[config.mk]
export PLATFORM = sky130hd
export DESIGN_NAME = msi_remap_unit
export DESIGN_NICKNAME = d
export VERILOG_FILES = /design/src/rtl/msi_remap_pkg.sv /design/src/rtl/msi_remap_classify.sv /design/src/rtl/msi_remap_entry_decode.sv /design/src/rtl/msi_remap_unit.sv
export SDC_FILE = /design/constraint.sdc
export NUM_CORES = 1
export LEC_CHECK = 0
export BUFFER_PORTS_ARGS = -buffer_cell sky130_fd_sc_hd__buf_4
export CORE_AREA = 2 2 176 178
export CTS_CLUSTER_SIZE = 16
export DETAILED_ROUTE_END_ITERATION = 7
export DIE_AREA = 0 0 178 180
export PLACE_DENSITY = 0.48
export SETUP_SLACK_MARGIN = 0.15
export SYNTH_ARGS = -nofsm -noshare
export SYNTH_HDL_FRONTEND = slang
export SYNTH_SLANG_ARGS = --single-unit
[constraint.sdc]
create_clock -name clk -period 3.34 [get_ports clk]
set_clock_uncertainty 0.15 [all_clocks]
set_input_delay 0.334 -clock clk [delete_from_list [all_inputs] [get_ports clk]]
set_output_delay 0.334 -clock clk [all_outputs]
set_load 0.02 [all_outputs]
[src/rtl/msi_remap_pkg.sv]
package msi_remap_pkg;

  // Message geometry
  localparam int MSI_AW = 64;
  localparam int MSI_DW = 32;
  localparam int DTE_W  = 64;
  localparam int ENT_W  = 32;

  // Device-table word 2 fields
  localparam int W2_EN_BIT    = 0;
  localparam int W2_CTL_LSB   = 1;
  localparam int W2_ROOT_LSB  = 6;
  localparam int W2_ROOT_MSB  = 51;
  localparam int TBL_AW       = W2_ROOT_MSB + 1;

  // Device-table word 3 pass bits
  localparam int W3_INIT_BIT   = 0;
  localparam int W3_EXTINT_BIT = 1;
  localparam int W3_NMI_BIT    = 2;

  // MSI field positions
  localparam int DMODE_LSB    = 8;
  localparam int ADDR_DM_BIT  = 2;
  localparam int ADDR_RH_BIT  = 3;
  localparam int ADDR_DST_LSB = 12;
  localparam logic [11:0] MSI_WINDOW = 12'hFEE;

  // Delivery modes
  localparam logic [2:0] DM_FIXED  = 3'd0;
  localparam logic [2:0] DM_ARB    = 3'd1;
  localparam logic [2:0] DM_SMI    = 3'd2;
  localparam logic [2:0] DM_NMI    = 3'd4;
  localparam logic [2:0] DM_INIT   = 3'd5;
  localparam logic [2:0] DM_EXTINT = 3'd7;

  // Control field codes
  localparam logic [1:0] CTL_ABORT = 2'd0;
  localparam logic [1:0] CTL_PASS  = 2'd1;
  localparam logic [1:0] CTL_REMAP = 2'd2;

  typedef enum logic [1:0] {
    ST_OK    = 2'd0,
    ST_ABORT = 2'd1,
    ST_ERROR = 2'd2
  } rsp_status_e;

  typedef enum logic [1:0] {
    ACT_PASS,
    ACT_FETCH,
    ACT_ABORT,
    ACT_ERROR
  } action_e;

  typedef enum logic [1:0] {
    S_IDLE,
    S_RD_REQ,
    S_RD_WAIT,
    S_DONE
  } state_e;

  // Remapping entry, 32 bits, MSB first
  typedef struct packed {
    logic [7:0] rsvd_hi;
    logic [7:0] vector;
    logic [7:0] dest;
    logic       guest;
    logic       dest_mode;
    logic       redir;
    logic [2:0] itype;
    logic       rsvd_lo;
    logic       valid;
  } entry_t;

endpackage

[src/rtl/msi_remap_classify.sv]
module msi_remap_classify
  import msi_remap_pkg::*;
#(
  parameter int               RID_W      = 16,
  parameter int               IDX_W      = 11,
  parameter logic [RID_W-1:0] IOAPIC_RID = 16'h00A0
) (
  input  logic [MSI_AW-1:0] msi_addr,
  input  logic [MSI_DW-1:0] msi_data,
  input  logic [RID_W-1:0]  rid,
  input  logic [DTE_W-1:0]  dte2,
  input  logic [DTE_W-1:0]  dte3,
  input  logic              table_present,
  input  logic              remap_global_en,
  output action_e           action,
  output logic [RID_W-1:0]  eff_rid,
  output logic [TBL_AW-1:0] entry_addr
);

  localparam logic [RID_W-1:0] INVALID_RID = '1;
  localparam int               OFF_W       = IDX_W + 2;

  logic [2:0]        dmode;
  logic [1:0]        ctl;
  logic              addr_hi_nz;
  logic              dm_bit;
  logic [TBL_AW-1:0] root_base;
  logic [OFF_W-1:0]  offset;
  logic              unused_cls;

  assign dmode      = msi_data[DMODE_LSB+2:DMODE_LSB];
  assign ctl        = dte2[W2_CTL_LSB+1:W2_CTL_LSB];
  assign addr_hi_nz = |msi_addr[MSI_AW-1:32];
  assign dm_bit     = msi_addr[ADDR_DM_BIT];

  assign eff_rid = (rid == INVALID_RID) ? IOAPIC_RID : rid;

  assign root_base  = {dte2[W2_ROOT_MSB:W2_ROOT_LSB], {W2_ROOT_LSB{1'b0}}};
  assign offset     = {msi_data[IDX_W-1:0], 2'b00};
  assign entry_addr = root_base + TBL_AW'(offset);

  // Per-type pass check shared by NMI, INIT and ExtINT
  function automatic action_e gate(input logic pass_bit, input logic dmb);
    return (pass_bit && !dmb) ? ACT_PASS : ACT_ERROR;
  endfunction

  always_comb begin
    action = ACT_PASS;
    if (!table_present || !dte2[W2_EN_BIT]) begin
      action = ACT_PASS;
    end else if (!remap_global_en) begin
      action = ACT_ERROR;
    end else if (addr_hi_nz) begin
      action = ACT_ERROR;
    end else begin
      case (dmode)
        DM_FIXED, DM_ARB: begin
          case (ctl)
            CTL_ABORT: action = ACT_ABORT;
            CTL_PASS:  action = ACT_PASS;
            CTL_REMAP: action = ACT_FETCH;
            default:   action = ACT_ERROR;
          endcase
        end
        DM_NMI:    action = gate(dte3[W3_NMI_BIT], dm_bit);
        DM_INIT:   action = gate(dte3[W3_INIT_BIT], dm_bit);
        DM_EXTINT: action = gate(dte3[W3_EXTINT_BIT], dm_bit);
        DM_SMI:    action = ACT_ERROR;
        default:   action = ACT_ERROR;
      endcase
    end
  end

  assign unused_cls = ^{msi_data[MSI_DW-1:IDX_W], dte2[DTE_W-1:TBL_AW],
                        dte2[W2_ROOT_LSB-1:W2_CTL_LSB+2],
                        dte3[DTE_W-1:W3_NMI_BIT+1],
                        msi_addr[31:ADDR_DM_BIT+1], msi_addr[ADDR_DM_BIT-1:0]};

endmodule

[src/rtl/msi_remap_entry_decode.sv]
module msi_remap_entry_decode
  import msi_remap_pkg::*;
(
  input  logic [ENT_W-1:0]  entry_word,
  input  logic              rd_err,
  output rsp_status_e       status,
  output logic [MSI_AW-1:0] out_addr,
  output logic [MSI_DW-1:0] out_data
);

  entry_t ent;
  logic   unused_ent;

  assign ent = entry_t'(entry_word);

  always_comb begin
    if (rd_err)                status = ST_ERROR;
    else if (!ent.valid)       status = ST_ABORT;
    else if (ent.guest)        status = ST_ERROR;
    else if (ent.itype > DM_ARB) status = ST_ERROR;
    else                       status = ST_OK;
  end

  always_comb begin
    out_addr = '0;
    out_data = '0;
    if (status == ST_OK) begin
      out_addr[31:20]                      = MSI_WINDOW;
      out_addr[ADDR_DST_LSB+7:ADDR_DST_LSB] = ent.dest;
      out_addr[ADDR_RH_BIT]                = ent.redir;
      out_addr[ADDR_DM_BIT]                = ent.dest_mode;
      out_data[7:0]                        = ent.vector;
      out_data[DMODE_LSB+2:DMODE_LSB]      = ent.itype;
    end
  end

  assign unused_ent = ^{ent.rsvd_hi, ent.rsvd_lo};

endmodule

[src/rtl/msi_remap_unit.sv]
module msi_remap_unit
  import msi_remap_pkg::*;
#(
  parameter int               RID_W      = 16,
  parameter int               IDX_W      = 11,
  parameter logic [RID_W-1:0] IOAPIC_RID = 16'h00A0
) (
  input  logic              clk,
  input  logic              rst,
  input  logic              req_valid,
  output logic              req_ready,
  input  logic [63:0]       req_addr,
  input  logic [31:0]       req_data,
  input  logic [RID_W-1:0]  req_rid,
  input  logic [63:0]       dte_w2,
  input  logic [63:0]       dte_w3,
  input  logic              table_present,
  input  logic              remap_global_en,
  output logic              mem_req_valid,
  input  logic              mem_req_ready,
  output logic [TBL_AW-1:0] mem_req_addr,
  input  logic              mem_rsp_valid,
  input  logic [31:0]       mem_rsp_data,
  input  logic              mem_rsp_err,
  output logic              rsp_valid,
  output logic [63:0]       rsp_addr,
  output logic [31:0]       rsp_data,
  output logic [RID_W-1:0]  rsp_rid,
  output logic [1:0]        rsp_status
);

  localparam logic [RID_W-1:0] INVALID_RID = '1;

  state_e            state;
  action_e           c_action;
  logic [RID_W-1:0]  c_rid;
  logic [TBL_AW-1:0] c_entry_addr;
  rsp_status_e       d_status;
  logic [63:0]       d_addr;
  logic [31:0]       d_data;

  logic [63:0]       raw_addr_q;
  logic [31:0]       raw_data_q;
  logic [RID_W-1:0]  raw_rid_q;
  logic [TBL_AW-1:0] entry_addr_q;
  logic [63:0]       out_addr_q;
  logic [31:0]       out_data_q;
  logic [RID_W-1:0]  out_rid_q;
  rsp_status_e       out_status_q;
  logic              remapped_q;

  msi_remap_classify #(
    .RID_W      (RID_W),
    .IDX_W      (IDX_W),
    .IOAPIC_RID (IOAPIC_RID)
  ) u_classify (
    .msi_addr        (req_addr),
    .msi_data        (req_data),
    .rid             (req_rid),
    .dte2            (dte_w2),
    .dte3            (dte_w3),
    .table_present   (table_present),
    .remap_global_en (remap_global_en),
    .action          (c_action),
    .eff_rid         (c_rid),
    .entry_addr      (c_entry_addr)
  );

  msi_remap_entry_decode u_decode (
    .entry_word (mem_rsp_data),
    .rd_err     (mem_rsp_err),
    .status     (d_status),
    .out_addr   (d_addr),
    .out_data   (d_data)
  );

  always_ff @(posedge clk) begin
    if (rst) begin
      state        <= S_IDLE;
      raw_addr_q   <= '0;
      raw_data_q   <= '0;
      raw_rid_q    <= '0;
      entry_addr_q <= '0;
      out_addr_q   <= '0;
      out_data_q   <= '0;
      out_rid_q    <= '0;
      out_status_q <= ST_OK;
      remapped_q   <= 1'b0;
    end else begin
      case (state)
        S_IDLE: begin
          if (req_valid) begin
            raw_addr_q   <= req_addr;
            raw_data_q   <= req_data;
            raw_rid_q    <= req_rid;
            out_rid_q    <= c_rid;
            entry_addr_q <= c_entry_addr;
            remapped_q   <= 1'b0;
            out_addr_q   <= '0;
            out_data_q   <= '0;
            case (c_action)
              ACT_PASS: begin
                out_addr_q   <= req_addr;
                out_data_q   <= req_data;
                out_status_q <= ST_OK;
                state        <= S_DONE;
              end
              ACT_FETCH: state <= S_RD_REQ;
              ACT_ABORT: begin
                out_status_q <= ST_ABORT;
                state        <= S_DONE;
              end
              default: begin
                out_status_q <= ST_ERROR;
                state        <= S_DONE;
              end
            endcase
          end
        end
        S_RD_REQ: begin
          if (mem_req_ready) state <= S_RD_WAIT;
        end
        S_RD_WAIT: begin
          if (mem_rsp_valid) begin
            out_addr_q   <= d_addr;
            out_data_q   <= d_data;
            out_status_q <= d_status;
            remapped_q   <= (d_status == ST_OK);
            state        <= S_DONE;
          end
        end
        default: state <= S_IDLE;
      endcase
    end
  end

  assign req_ready     = (state == S_IDLE);
  assign mem_req_valid = (state == S_RD_REQ);
  assign mem_req_addr  = entry_addr_q;
  assign rsp_valid     = (state == S_DONE);
  assign rsp_addr      = out_addr_q;
  assign rsp_data      = out_data_q;
  assign rsp_rid       = out_rid_q;
  assign rsp_status    = out_status_q;

  // one response pulse per accepted request
  p_rsp_pulse_r12: assert property (@(posedge clk) disable iff (rst)
    rsp_valid |=> !rsp_valid);

  // read address holds while the read is not yet accepted
  p_rd_hold_r7: assert property (@(posedge clk) disable iff (rst)
    (mem_req_valid && !mem_req_ready) |=> (mem_req_valid && $stable(mem_req_addr)));

  // rejected requests carry a zero message
  p_fail_zero_r11: assert property (@(posedge clk) disable iff (rst)
    (rsp_valid && rsp_status != 2'd0) |-> (rsp_addr == '0 && rsp_data == '0));

  // an ok response that was not remapped carries the request unchanged
  p_pass_copy_r2: assert property (@(posedge clk) disable iff (rst)
    (rsp_valid && rsp_status == 2'd0 && !remapped_q)
      |-> (rsp_addr == raw_addr_q && rsp_data == raw_data_q));

  // remapped addresses land in the interrupt window
  p_remap_window_r9: assert property (@(posedge clk) disable iff (rst)
    (rsp_valid && remapped_q) |-> (rsp_addr[63:20] == {32'h0, MSI_WINDOW}));

  // a remapped result never comes from a request with a high address
  p_hi_clear_r4: assert property (@(posedge clk) disable iff (rst)
    (rsp_valid && remapped_q) |-> (raw_addr_q[63:32] == 32'h0));

  // invalid requester ID is replaced
  p_rid_sub_r1: assert property (@(posedge clk) disable iff (rst)
    (rsp_valid && raw_rid_q == INVALID_RID) |-> (rsp_rid == IOAPIC_RID));

  // status code 3 is never produced
  p_status_legal_r8: assert property (@(posedge clk) disable iff (rst)
    rsp_valid |-> (rsp_status != 2'd3));

endmodule

# Word level (Yosys, flattened, before mapping)
# Index checks and enable logic that the tools add are counted.
word_totals:
  reg_bits: 168
  latch_bits: 0
  ram_bits: 0
  mem_bits_ro: 0
  input_bits: 280
  elab_cells: 76
  mem_count: 0
classes:
  addsub: 1
  multipliers: 0
  div: 0
  magnitude_cmp: 1
  n_eq_ne: 16
  n_shift: 0
  muxes: 33
  bitwise_logic: 0
  reduce_logical: 19
op_table:
  columns: ["cell", "count"]
  rows:
  - ["64-bit two-way mux", 3]
  - ["64-bit one-hot mux with 2 select lines", 1]
  - ["32-bit two-way mux", 3]
  - ["32-bit one-hot mux with 2 select lines", 1]
  - ["52-bit by 13-bit adder with 52-bit output", 1]
  - ["2-bit two-way mux", 17]
  - ["32-bit OR reduction", 1]
  - ["20-bit two-way mux", 1]
  - ["2-bit one-hot mux with 3 select lines", 3]
  - ["16-bit == test, second input constant", 1]
  - ["16-bit two-way mux", 1]
  - ["11-bit two-way mux", 1]
  - ["3-bit == test, second input constant", 3]
  - ["2-bit == test, second input constant", 4]
  - ["2-bit logical NOT", 4]
  - ["2-bit one-hot mux with 4 select lines", 1]
  - ["2-bit by 1-bit == test with 1-bit output, second input constant", 3]
  - ["2-bit inequality test, second input constant", 3]
  - ["3-bit AND reduction", 2]
  - ["2-bit one-hot mux with 2 select lines", 1]
  - ["4-bit AND reduction", 1]
  - ["3-bit by 1-bit == test with 1-bit output, second input constant", 1]
  - ["3-bit by 1-bit > comparator with 1-bit output, second input constant", 1]
  - ["1-bit logical AND", 3]
  - ["other kinds (7)", 9]

# Longest topological paths before layout
# Gate-level depths: netlist (run 1).
logic_depth:
  depth_word: 11
  depth_mapped: 9

# Cells and area by module
# Synthesis (run 1) repeated with hierarchy kept, for this count alone.
unflattened:
  hier_cells: 1129
  area_unflattened_um2: 9436.6
modules_own_cells:
  columns: ["mod", "n_inst", "cells_each", "area_per_inst_um2", "seq_area_each_um2"]
  rows:
  - ["msi_remap_unit", 1, 801, 7203.2, 3363.2]
  - ["msi_remap_classify", 1, 222, 1478.9, 0.0]
  - ["msi_remap_entry_decode", 1, 106, 754.5, 0.0]

# Least setup slack after synthesis (run 1)
# OpenSTA, ideal clock, no wires.
synth_path:
  path_type: "input port to flip-flop"
  startpoint: "input port req_addr[53]"
  endpoint: "register out_addr_q[34] (netlist: rsp_addr[34])"
  t_arrival_ns: 2.354
  path_slack_ns: 0.777
  cell_stages: 8
  n_path_buf: 2
  path_cell_list: "or4_1 -> a2111oi_2 -> o311a_1 -> a41o_1 -> nor4b_4 -> buf_4 -> buf_4 -> a22o_1"
synth_between:
  elab_chain_len: 8
synth_rtl:
  columns: ["element", "line_no", "source"]
  rows:
  - ["start, declared", "msi_remap_unit.sv:12", "input logic [63:0] req_addr,"]
  - ["32-bit OR reduction", "msi_remap_classify.sv:33", "assign addr_hi_nz = |msi_addr[MSI_AW-1:32];"]
  - ["2-bit two-way mux", "msi_remap_classify.sv:53", "end else if (addr_hi_nz) begin"]
  - ["2-bit two-way mux", "msi_remap_classify.sv:51", "end else if (!remap_global_en) begin"]
  - ["2-bit two-way mux", "msi_remap_classify.sv:49", "if (!table_present || !dte2[W2_EN_BIT]) begin"]
  - ["2-bit logical NOT", "msi_remap_unit.sv:101", "case (c_action)"]
  - ["64-bit two-way mux", "msi_remap_unit.sv:101", null]
  - ["64-bit two-way mux", "msi_remap_unit.sv:92", "if (req_valid) begin"]
  - ["64-bit one-hot mux with 2 select lines", "msi_remap_unit.sv:90", "case (state)"]
  - ["end signal, assigned", "msi_remap_unit.sv:103", "out_addr_q <= req_addr;"]
  - ["end signal, assigned", "msi_remap_unit.sv:125", "out_addr_q <= d_addr;"]
  - ["end, declared", "msi_remap_unit.sv:46", "logic [63:0] out_addr_q;"]
# No other way between the ends. The select of a mux whose other input is x is not followed.
# A chain may end at the register's enable or synchronous reset.

# Final worst setup path (run 1)
layout_path:
  startpoint: "input port req_addr[52]"
  endpoint: "register out_data_q[29] (netlist: rsp_data[29])"
layout_between:
  elab_chain_len: 8
layout_rtl:
  columns: ["element", "line_no", "source"]
  rows:
  - ["32-bit OR reduction", "msi_remap_classify.sv:33", null]
  - ["2-bit two-way mux", "msi_remap_classify.sv:53", null]
  - ["2-bit two-way mux", "msi_remap_classify.sv:51", null]
  - ["2-bit two-way mux", "msi_remap_classify.sv:49", null]
  - ["2-bit logical NOT", "msi_remap_unit.sv:101", null]
  - ["32-bit two-way mux", "msi_remap_unit.sv:101", null]
  - ["32-bit two-way mux", "msi_remap_unit.sv:92", null]
  - ["32-bit one-hot mux with 2 select lines", "msi_remap_unit.sv:90", null]
  - ["end signal, assigned", "msi_remap_unit.sv:104", "out_data_q <= req_data;"]
  - ["end signal, assigned", "msi_remap_unit.sv:126", "out_data_q <= d_data;"]
  - ["end, declared", "msi_remap_unit.sv:47", "logic [31:0] out_data_q;"]
# No other way between the ends. The select of a mux whose other input is x is not followed.

==> results.ini, run 1 <==
[outcome]
status = complete, no violations

[min_path]
holdPathStages = 3
worstHoldPathType = input pin to flip-flop
worstHoldStart = req_data[0]
hold_path_end = mem_req_addr[2]$_SDFFE_PP0P_

[flow_run]
maxCapViolCount = 0

[drt]
drc_errors = 0
viasPerCell = 4.64
drt_iter0_markers = 280
avgRoutedWirePerCell_um = 17.2
postRouteAntennaNets = 0
vias = 7468
dr.pass1.iters = 4
wl_um = 27800

[placed_design]
placed_cells = 1493
gp_congestion = 0.781
place_ws_ps = 318
place.detailed.hpwl_um = 19700
io_buffers = 361

[power_and_ir_drop]
seqPwrFrac_pct = 33.9
p_total_mw = 8.01
switching_share_pct = 39.4
p_int_mw = 4.85
p_leak_nw = 5.00
ir_drop_mv = 0.387
pwr-share-comb_pct = 41.3
p_clk_share_pct = 24.9
p_per_area_mw_per_mm2 = 692
p_switching_mw = 3.16

[cells_and_area]
area_delta_synth_final_pct = 64.7
seqCellArea_mm2 = 0.00332
fin_cells = 1611
fillers = 3045
drive_gt1_share_pct = 34.4
multiInputGateArea_mm2 = 0.00343
nets = 1495

[global_route]
grt.total_usage_pct = 16.8
grt_pass1_vias = 7418
antenna_found_initial = 2
grt.overflow.total = 0
grt_pass1_wl_um = 41900
grt_max_degree = 68

[sta]
max_freq_mhz = 331
rsz0062_at_grt = no
finalSetupViolations = 0
fin_crit_sh_pct = 90.4
holdWs_ps = 20.0
fin_ws_ps = 319
hold_viol = 0
final_max_slew_viol_count = 0
max_slew_margin_pct = 36.7
fin_tns_setup_ps = 0
period_minus_slack_ps = 3020
tightest_slew_ps = 947

[logic_synthesis]
syn_area_per_cell_um2 = 9.05
async_reset_ff_share_pct = 0
ys_types = 51
synth_area_mm2 = 0.00703
synth_ff_type = dfxtp_1
yosysMostFrequentCell = dfxtp_1
synth_edf_count = 0
synth_area_leader_cell = dfxtp_1
yosys_warnings = 0
ys_seq_area_share_pct = 47.3
synth_cells = 777
synthTopCellsByArea = dfxtp_1, a22o_1, a211oi_1
synth_common_cells = dfxtp_1, nor2_1, a22o_1, a211oi_1, nand3_1
yosys.area.top_type_share_pct = 47.3
ys_ff_latch = 166

[cts]
clk_latency_ps = 430
clockRootBuffer = clkbuf_16
clock_sinks = 166
tritoncts = done
cts_buffers = 17
htreeDepth = 4
cts.clk_slew.worst_paths_ps = 70
cts_buffer_depth = 2

[setup_path]
slowest_delay_ps = 550
cpMostUsedCell = buf_4
crit_arrival_ps = 3240
rrSetupSlack_ps = 640
cp_slowest_cell = or4_1
timing.rr.start = state[0]$_SDFFE_PP0P_
reg2reg_to = rsp_addr[22]$_SDFFE_PP0P_
path_class = input pin to flip-flop
cp-end-kind = flip-flop
path_cells = dlygate4sd3_1, buf_4, or4_1, a2111oi_4, o311a_1, a41o_1, nor4b_4, buf_4, clkbuf_16, a22o_1
startpoint_type = input pin
worstPathRequired_ps = 3560
worstPathMaxFanout = 34
reg2reg_depth = 7

[floorplanning]
ios = 449
rows = 64
die_w_um = 178
fp.dieArea_mm2 = 0.0320
coreArea_mm2 = 0.0302
initial_utilization_pct = 23.3
die_h_um = 180

==> cells by family after synthesis <==
family | synth area share [%]
fa+ha+maj | 2.78
simple gates | 17.4
xor+xnor | 4.36
buf+inv | 4.33
flops | 47.3
other cells | 0.0534
compound gates | 23.8
==> cells in the final DEF (no fill, tap or decap), types with 3 or more instances in the layout <==
cell / count
buf_4: 375
dfxtp_1: 166
nor2_1: 107
dlygate4sd3_1: 82
a22o_1: 67
a211oi_1: 65
nand3_1: 46
nand2_1: 44
a21oi_1: 40
xnor2_1: 30
clkbuf_16: 18
inv_1: 16
nor3_1: 16
a22oi_1: 14
ha_1: 14
o21ai_0: 11
nor4_1: 10
nand4_1: 8
a311oi_1: 7
inv_6: 7
or3_1: 6
and4_1: 5
or4_1: 5
xor2_1: 5
o211ai_1: 3
clkinvlp_4: 3
==> flip-flops by register name (all words and copies together), names as in the netlist <==
signal and flops:
rsp_addr 64, mem_req_addr 50, rsp_data 32, rsp_rid 16
rsp_status 2, state 2
==> critical path: cells and delay by family <==
kind,cells,cell delay [ps]
buf+inv,4,1100
compound gates,4,1050
simple gates,2,740
==> layer usage <==
metal,routed length (µm),global-route usage (%),vias up,part of all wire [%]
li1,-,-,3702,-
met3,2070,4.72,24,7.4
met1,11800,20.6,3478,42
met4,530,5.70,0,1.9
met5,0,0,-,0
met2,13400,28.1,264,48
==> through the flow <==
step	instance area [µm²]	utilization (%)
after floorplan	7030	-
after global placement	10100	33.6
after detailed placement	10100	33.6
after CTS	11500	38.2
after global routing	11600	38.4
final	11600	38.4
==> timing repair <==
action	4_1_cts	5_1_grt
setup endpoints to repair	0	83
setup buffers	0	1
resized for setup	0	4
endpoints found under the hold margin	83	0
hold buffers	82	0
==> power by group through the flow <==
stage	clock network, mW	logic, mW	registers (mW)
after floorplan	0	1.32	3.26
after global placement	0	3.24	2.74
after detailed placement	0	3.24	2.74
after CTS	2.06	3.32	2.71
after global routing	2.14	3.60	2.77
final	1.99	3.30	2.71
==> final cells by class <==
class	count	share of cell area (%)
repair buffers	460	31.9
multi-input cells	539	29.6
flip-flops and latches	166	28.7
well taps	396	4.28
clock buffers	17	3.67
clock inverters	15	1.24
inverters	16	0.519
diodes	2	0.0432
==> worst max-delay path by stage <==
stage          cells past startpoint                         to    startpoint
3_3_place_gp                       8  rsp_data[22]$_SDFFE_PP0P_  req_addr[52]
4_1_cts                            9  rsp_addr[11]$_SDFFE_PP0P_  req_addr[53]
3_5_place_dp                       8   rsp_addr[8]$_SDFFE_PP0P_  req_addr[52]
2_1_floorplan                      8  rsp_addr[34]$_SDFFE_PP0P_  req_addr[53]
5_1_grt                           10  rsp_addr[38]$_SDFFE_PP0P_  req_addr[52]
6_report                          10  rsp_data[29]$_SDFFE_PP0P_  req_addr[52]
No activity file was read; power rests on OpenSTA's default activity.
==> inputs of run 2 (changes only) <==
--- a/config.mk
+++ b/config.mk
@@ -6,11 +6,11 @@
 export NUM_CORES = 1
 export LEC_CHECK = 0
 export BUFFER_PORTS_ARGS = -buffer_cell sky130_fd_sc_hd__buf_4
-export CORE_AREA = 2 2 176 178
+export CORE_AREA = 2 2 175 177
 export CTS_CLUSTER_SIZE = 16
 export DETAILED_ROUTE_END_ITERATION = 7
-export DIE_AREA = 0 0 178 180
-export PLACE_DENSITY = 0.48
+export DIE_AREA = 0 0 177 179
+export PLACE_DENSITY = 0.49
 export SETUP_SLACK_MARGIN = 0.15
 export SYNTH_ARGS = -nofsm -noshare
 export SYNTH_HDL_FRONTEND = slang
==> results.ini, run 2 (synthesis gave the netlist of run 1 again) <==
[sta]
max_freq_mhz = 322
fin_ws_ps = 233
tightest_slew_ps = 854
max_slew_margin_pct = 42.8
finalSetupViolations = 0
fin_tns_setup_ps = 0
period_minus_slack_ps = 3110
fin_crit_sh_pct = 93.0
final_max_slew_viol_count = 0
rsz0062_at_grt = yes
hold_viol = 0

[min_path]
worstHoldStart = req_rid[12]
worstHoldPathType = input pin to flip-flop

[floorplanning]
fp.dieArea_mm2 = 0.0317
ios = 449
die_h_um = 179
coreArea_mm2 = 0.0300
die_w_um = 177
initial_utilization_pct = 23.4
rows = 64

[setup_path]
startpoint = req_addr[53]
cp_slowest_cell = dlygate4sd3_1
worstPathRequired_ps = 3560
slowest_delay_ps = 540
cpMostUsedCell = buf_4
crit_buf_inv = 4
path_class = input pin to flip-flop
crit_arrival_ps = 3330
startpoint_type = input pin
worstPathMaxFanout = 33
path_cells = dlygate4sd3_1, buf_4, or4_1, a2111oi_2, o311a_1, a41o_1, nor4b_4, buf_4, buf_8, a22o_1
timing.rr.start = state[0]$_SDFFE_PP0P_
cp_top_family = compound AO/OA/AOI/OAI gates
cp-end-kind = flip-flop

[cells_and_area]
largest_reg_flops = 64
nets = 1497
diodes = 0
fillers = 3027
area_delta_synth_final_pct = 65.6
final_common_cell = buf_4
final_cell_mix = buf_4, dfxtp_1, nor2_1, dlygate4sd3_1, a22o_1
drive_gt1_share_pct = 34.3
fin_area_mm2 = 0.0116

[drt]
wl_um = 27200
drt_iter0_markers = 288
viasPerCell = 4.56
avgRoutedWirePerCell_um = 16.9
vias = 7353
dr.pass1.iters = 4
postRouteAntennaNets = 0
drc_errors = 0

[global_route]
grt_pass1_vias = 7315
grt.overflow.total = 0
grt_max_degree = 68
grt.total_usage_pct = 16.6
grt_pass1_wl_um = 40900
antenna_found_initial = 0

[cts]
clock_sinks = 166
cts_buffer_depth = 2
htreeDepth = 4
clk_latency_ps = 430
clockRootBuffer = clkbuf_16
tritoncts = done
cts.clk_slew.worst_paths_ps = 60
cts_buffers = 17

[power_and_ir_drop]
p_per_area_mw_per_mm2 = 699
ir_drop_mv = 0.343
p_leak_nw = 5.03
p_total_mw = 8.13

[placed_design]
placed_cell_area_mm2 = 0.0102
gp_congestion = 0.759
place.detailed.hpwl_um = 19500
place_ws_ps = 324
io_buffers = 361

[outcome]
status = complete, no violations

[flow_run]
maxCapViolCount = 0

==> run 2: cell types whose count changed in the layout (fill, tap and decap cells not counted), sizes merged <==
cell	previous run	this run
bufinv	1	3
diode	2	0
buf	377	380
clkbuf	18	23
clkinv	3	2
inv	24	17
dlygate4sd3	82	81
clkinvlp	3	4
==> run 2: cell type report <==
type | count | area (µm²) | area share (%)
Tap cell | 396 | 495 | 4.26
Inverter | 16 | 60.1 | 0.516
Timing Repair Buffer | 462 | 3730 | 32.1
Clock inverter | 10 | 146 | 1.26
Multi-Input combinational cell | 539 | 3420 | 29.3
Clock buffer | 22 | 464 | 3.99
Sequential cell | 166 | 3320 | 28.6
==> run 2: final timing paths <==
| check | end | slack, ps | cells after the start |
|---|---|---|---|
| worst max-delay path | rsp_addr[38]$_SDFFE_PP0P_ | 230 | 10 |
| worst min-delay path | rsp_rid[12]$_SDFFE_PP0P_ | 20 | 3 |
| worst max register to register | rsp_addr[29]$_SDFFE_PP0P_ | 630 | 7 |
| worst min register to register | mem_req_addr[13]$_SDFFE_PP0P_ | 310 | 2 |
==> run 2: power by group <==
group	internal [mW]	switching [mW]	total, mW
sequential	2.45	0.266	2.71
clock	1.22	0.875	2.10
combinational	1.38	1.93	3.32
total	5.06	3.07	8.13
==> run 2: metrics by stage <==
stage / std cells / util (%) / hold WS, ps
2_1_floorplan: 778 / - / 317
3_3_place_gp: 1496 / 33.9 / 293
3_5_place_dp: 1496 / 33.9 / 299
4_1_cts: 1609 / 38.7 / 1.60
5_1_grt: 1611 / 38.8 / 8.27
6_report: 1611 / 38.8 / 24.0
==> run 2: timing repair <==
item / CTS / global route
buffers inserted: 0 / 1
hold buffers: 81 / 0
endpoints found under the hold margin: 81 / 0
setup endpoints to repair: 0 / 63
resized for setup: 0 / 3
==> run 2: worst reg2reg max path: stages, from the launching register on <==
cell and delay, ps:
dfxtp_1 420, inv_1 90, ha_1 310, inv_1 110
o22ai_1 140, or2_2 500, nor2_1 660, a211oi_1 170
==> run 2: routing by layer <==
metal	up-vias	global-route usage, %	wire, µm
met3	12	5.30	1970
met4	0	3.82	285
met1	3390	20.8	11900
li1	3703	-	-
met5	-	0	0
met2	248	27.6	13000
